**config.mk**
```make
export PLATFORM = sky130hd
export DESIGN_NAME = packed_reg_decode
export DESIGN_NICKNAME = d
export VERILOG_FILES = /design/src/rtl/packed_reg_pkg.sv /design/src/rtl/packed_reg_ctrl.sv /design/src/rtl/packed_reg_datapath.sv /design/src/rtl/packed_reg_decode.sv
export SDC_FILE = /design/constraint.sdc
export NUM_CORES = 1
export LEC_CHECK = 0
export ABC_AREA = 1
export BUFFER_PORTS_ARGS = -buffer_cell sky130_fd_sc_hd__buf_2
export CORE_AREA = 5 5 117 119
export DETAILED_ROUTE_END_ITERATION = 10
export DIE_AREA = 0 0 122 124
export GPL_TIMING_DRIVEN = 0
export SYNTH_ARGS = -nofsm -noshare
export SYNTH_HDL_FRONTEND = slang
export SYNTH_SLANG_ARGS = --single-unit
export TNS_END_PERCENT = 1
```
**constraint.sdc**
```tcl
create_clock -name clk -period 1 [get_ports clk]
set_clock_uncertainty 0.05 [all_clocks]
set_input_delay 0.05 -clock clk [delete_from_list [all_inputs] [get_ports clk]]
set_output_delay 0.05 -clock clk [all_outputs]
set_load 0.03 [all_outputs]
```
**src/rtl/packed_reg_pkg.sv**
```systemverilog
package packed_reg_pkg;

  // Strobes passed from decode control to the datapath
  typedef struct packed {
    logic accessHit;  // valid request to a mapped word
    logic isWrite;    // request direction
    logic rdCapture;  // valid read request, load the read word
  } ctlStrobes_t;

endpackage

```
**src/rtl/packed_reg_ctrl.sv**
```systemverilog
module packed_reg_ctrl
  import packed_reg_pkg::*;
#(
  parameter int WORD_IDX_W = 4,
  parameter int NUM_WORDS  = 4
) (
  input  logic                  reqValid,
  input  logic                  reqWrite,
  input  logic [WORD_IDX_W-1:0] wordIdx,
  output ctlStrobes_t           ctl
);

  localparam logic [WORD_IDX_W:0] WORDS_LIM = (WORD_IDX_W+1)'(NUM_WORDS);

  logic wordMapped;

  assign wordMapped = ({1'b0, wordIdx} < WORDS_LIM);

  always_comb begin
    ctl.accessHit = reqValid && wordMapped;
    ctl.isWrite   = reqWrite;
    ctl.rdCapture = reqValid && !reqWrite;
  end

endmodule

```
**src/rtl/packed_reg_datapath.sv**
```systemverilog
module packed_reg_datapath
  import packed_reg_pkg::*;
#(
  parameter int BUS_W      = 32,
  parameter int REG_W      = 8,
  parameter int NUM_REGS   = 14,
  parameter int WORD_IDX_W = 4
) (
  input  logic                      clk,
  input  logic                      rstN,
  input  ctlStrobes_t               ctl,
  input  logic [WORD_IDX_W-1:0]     wordIdx,
  input  logic [BUS_W-1:0]          reqWrData,
  input  logic [NUM_REGS*REG_W-1:0] regRdData,
  output logic [NUM_REGS-1:0]       regStrb,
  output logic                      regWrite,
  output logic [NUM_REGS*REG_W-1:0] regWrData,
  output logic                      rdAck,
  output logic [BUS_W-1:0]          rdData
);

  localparam int LANES = BUS_W / REG_W;

  logic [BUS_W-1:0] packedWord;

  // Per-register strobe and write slice
  for (genvar i = 0; i < NUM_REGS; i++) begin : gRegLane
    localparam int WORD_NUM = i / LANES;
    localparam int LANE_NUM = i % LANES;
    assign regStrb[i] = ctl.accessHit && (wordIdx == WORD_IDX_W'(WORD_NUM));
    assign regWrData[i*REG_W +: REG_W] = reqWrData[LANE_NUM*REG_W +: REG_W];
  end

  assign regWrite = ctl.accessHit && ctl.isWrite;

  // Readback: place each register of the addressed word into its lane
  always_comb begin
    packedWord = '0;
    for (int i = 0; i < NUM_REGS; i++) begin
      if (ctl.accessHit && (wordIdx == WORD_IDX_W'(i / LANES))) begin
        packedWord[(i % LANES)*REG_W +: REG_W] = regRdData[i*REG_W +: REG_W];
      end
    end
  end

  always_ff @(posedge clk) begin
    if (!rstN) begin
      rdAck  <= 1'b0;
      rdData <= '0;
    end else begin
      rdAck  <= ctl.rdCapture;
      rdData <= ctl.rdCapture ? packedWord : '0;
    end
  end

endmodule

```
**src/rtl/packed_reg_decode.sv**
```systemverilog
module packed_reg_decode
  import packed_reg_pkg::*;
#(
  parameter int BUS_W    = 32,
  parameter int REG_W    = 8,
  parameter int NUM_REGS = 14,
  parameter int ADDR_W   = 6
) (
  input  logic                      clk,
  input  logic                      rstN,
  input  logic                      reqValid,
  input  logic                      reqWrite,
  input  logic [ADDR_W-1:0]         reqAddr,
  input  logic [BUS_W-1:0]          reqWrData,
  input  logic [NUM_REGS*REG_W-1:0] regRdData,
  output logic [NUM_REGS-1:0]       regStrb,
  output logic                      regWrite,
  output logic [NUM_REGS*REG_W-1:0] regWrData,
  output logic                      rdAck,
  output logic [BUS_W-1:0]          rdData
);

  localparam int LANES      = BUS_W / REG_W;
  localparam int NUM_WORDS  = (NUM_REGS + LANES - 1) / LANES;
  localparam int BYTE_OFF_W = $clog2(BUS_W / 8);
  localparam int WORD_IDX_W = ADDR_W - BYTE_OFF_W;

  ctlStrobes_t           ctl;
  logic [WORD_IDX_W-1:0] wordIdx;
  logic                  unusedOffset;

  // Offset bits inside the bus word are dropped: the address is word-aligned
  assign wordIdx      = reqAddr[ADDR_W-1:BYTE_OFF_W];
  assign unusedOffset = ^reqAddr[BYTE_OFF_W-1:0];

  packed_reg_ctrl #(
    .WORD_IDX_W(WORD_IDX_W),
    .NUM_WORDS (NUM_WORDS)
  ) u_ctrl (
    .reqValid(reqValid),
    .reqWrite(reqWrite),
    .wordIdx (wordIdx),
    .ctl     (ctl)
  );

  packed_reg_datapath #(
    .BUS_W     (BUS_W),
    .REG_W     (REG_W),
    .NUM_REGS  (NUM_REGS),
    .WORD_IDX_W(WORD_IDX_W)
  ) u_datapath (
    .clk      (clk),
    .rstN     (rstN),
    .ctl      (ctl),
    .wordIdx  (wordIdx),
    .reqWrData(reqWrData),
    .regRdData(regRdData),
    .regStrb  (regStrb),
    .regWrite (regWrite),
    .regWrData(regWrData),
    .rdAck    (rdAck),
    .rdData   (rdData)
  );

endmodule

```
==> qor.yml <==
totalWireLength_mm: 14.31
switchingPower_uw: 1667
synth.cell_area_sq_um: 2930
coreArea_sq_um: 12470
syn-num-nets: 581
power_uw: 4665
grt_pass1_vias: 3735
syn2layout_area_growth_pct: 70.50
dieArea_sq_um: 15130
fill_cells: 1377
tightest_slew_ns: 0.5878
layout.nets: 872
yosys-top-cells-count: "buf_4, nand3_1, nor2_1, inv_1, dfxtp_1"
synth_cell_types: 16
cts.sinks: 33
dpl.hpwl_mm: 12.06
arrival_ns: 0.99
ys_async_sr_fraction: 0
crit_type: "input pin to output port"
utilization: 0.4008
hold_path.class: "input pin to flip-flop"
slew_headroom: 0.6081
synth_area_per_cell_sq_um: 6.863
yosysMostFrequentCell: "buf_4"
min_path_cells: 4
ys_seq_elements: 33
die_h_um: 124
vias_per_cell: 4.123
dr.pass1.iters: 4
std_cell_rows: 41
portBuffers: 278
leakage_uw: 0.002930
cp_max_fo: 11
grt_max_degree: 12
internal_power_uw: 2998
post_drt_wl_per_cell_um: 16.04
synth_top_area_cell: "buf_4"
grtUsageTotal: 0.1757
grt_overflow: 0
boundaryPins: 314
fmax_mhz: 917.5
p_comb_frac: 0.385
synth-edff-count: 0
power_density_nw_per_um2: 933.7
path_clk_slew_ns: 0.06
ir_worst_vdd_mv: 0.5458
synth_warnings: 0
clock_path_buffers: 2
cts.htree.levels: 2
min_period_over_period: 1.090
pwr-share-seq: 0.285
register_area_sq_um: 660.6
multi_input_area_sq_um: 1167
antenna_found_initial: 1
hold_violations: 0
drt_iter0_drc: 136
synth_top_area_frac: 0.3177
cap_violations: 0
cp.required_ns: 0.90
ys_seq_area_frac: 0.2254
setup_violations: 12
post-route-worst-setup-slack_ns: -0.08988
min_to: "u_datapath.rdData[27]"
clkPwrFrac: 0.330
chipWidth_um: 122
cts_root_buf: "clkbuf_16"
synth.top_cells.by_area: "buf_4, dfxtp_1, nand3_1"
synthFlopType: "dfxtp_1"
synth_cells: 427
p_sw_frac: 0.3573
grt_pass1_wl_mm: 20.47
antenna_left: 0
vias: 3678
drv_slew: 0
layout-drive-gt1-share: 0.6314
violations: "negative setup slack"
cts_tree: "yes"
finalCriticalPeriod_ns: 1.090
worstSetupEndpointType: "output port"
crit_path_start_kind: "input pin"
drc: 0
place_congestion: 0.8079
hp-start: "regRdData[91]"
initial_utilization: 0.2351
status: "finished, violations left"
cts_buffers: 5
rsz0062_at_grt: "yes"
[layout by cell type (no fill, tap or decap), types with 5 or more instances in the layout]
cell type | netlist | layout
nand3b_1 | 16 | 16
nor2_1 | 48 | 45
nand4_1 | 32 | 32
inv_1 | 34 | 32
nand3_1 | 97 | 96
nor2_4 | 3 | 5
buf_4 | 124 | 131
buf_2 | 12 | 264
buf_6 | 0 | 21
dfxtp_1 | 33 | 33
clkbuf_16 | 0 | 5
nand2_1 | 8 | 8
clkbuf_4 | 0 | 5
[flip-flops by register name, indices dropped and copies added (netlist names)]
name               flops
u_datapath.rdAck       1
u_datapath.rdData     32
[cell type report]
type                    count  area share
multi-input cells         210      0.2337
flip-flops and latches     33      0.1322
well taps                 172     0.04308
diodes                      1   0.0005009
repair buffers            286      0.3146
clock inverters             3    0.003506
inverters                  37     0.03055
clock buffers               5     0.02504
plain buffers             145      0.2169
[per-layer routing]
layer / vias up / share of wire / global-route usage
li1: 1863 / - / -
met1: 1607 / 0.38 / 0.1986
met2: 197 / 0.50 / 0.3267
met3: 11 / 0.11 / 0.05677
met4: 0 / 0.0090 / 0.03011
met5: - / 0 / 0
[repair_timing]
item,4_1_cts,5_1_grt
setup endpoints to repair,47,38
buffers inserted,8,0
cloned,0,0
hold buffers,0,0
resized for setup,57,19
pin swaps,4,5
[power groups by stage]
stage               clock network, uW  registers (uW)  logic (uW)
CTS                              1590            1330        1800
detailed placement                  0            1360        1730
global route                     1660            1330        1910
global placement                    0            1360        1730
floorplan                           0            1380        1120
finish                           1540            1330        1800
[critical path, cell delays in order]
cell and delay, ns:
buf_8 0.10, nor2_4 0.13, nand2_4 0.09, nor2_8 0.16, nand2_8 0.11, clkinvlp_4 0.13
buf_6 0.10, buf_6 0.12
[worst max path at each step]
stage / to / depth (start not counted) / from / slack, ns
3_5_place_dp: u_datapath.rdData[7] / 7 / reqAddr[3] / -0.73
6_report: regStrb[11] / 8 / reqAddr[5] / -0.09
4_1_cts: regStrb[2] / 7 / reqAddr[4] / -0.12
2_1_floorplan: regStrb[10] / 7 / reqValid / -0.16
3_3_place_gp: u_datapath.rdData[7] / 7 / reqAddr[3] / -0.73
5_1_grt: regStrb[1] / 7 / reqAddr[5] / -0.15
[per-stage QoR]
step / cells / setup TNS [ns] / worst slack (ns) / area, sq um / hold slack (ns)
after floorplan: 427 / -2.414 / -0.1633 / 2985 / 0.1009
after global routing: 892 / -1.903 / -0.1472 / 4996 / 0.03735
final: 892 / -0.7886 / -0.08988 / 4996 / 0.01765
after global placement: 877 / -25.56 / -0.7303 / 4592 / 0.3029
after detailed placement: 877 / -25.85 / -0.7272 / 4592 / 0.3025
after CTS: 892 / -1.426 / -0.1192 / 4952 / 0.01939
[kinds of logic (layout without fill, tap and decap cells)]
| logic type | Yosys count | in the layout | synth area share |
|---|---|---|---|
| flip-flops | 33 | 33 | 0.2254 |
| buffers and inverters | 184 | 476 | 0.3997 |
| other | 0 | 1 | 0 |
| AND/OR/NAND/NOR | 210 | 210 | 0.3749 |
No activity file was read; power rests on OpenSTA's default activity.
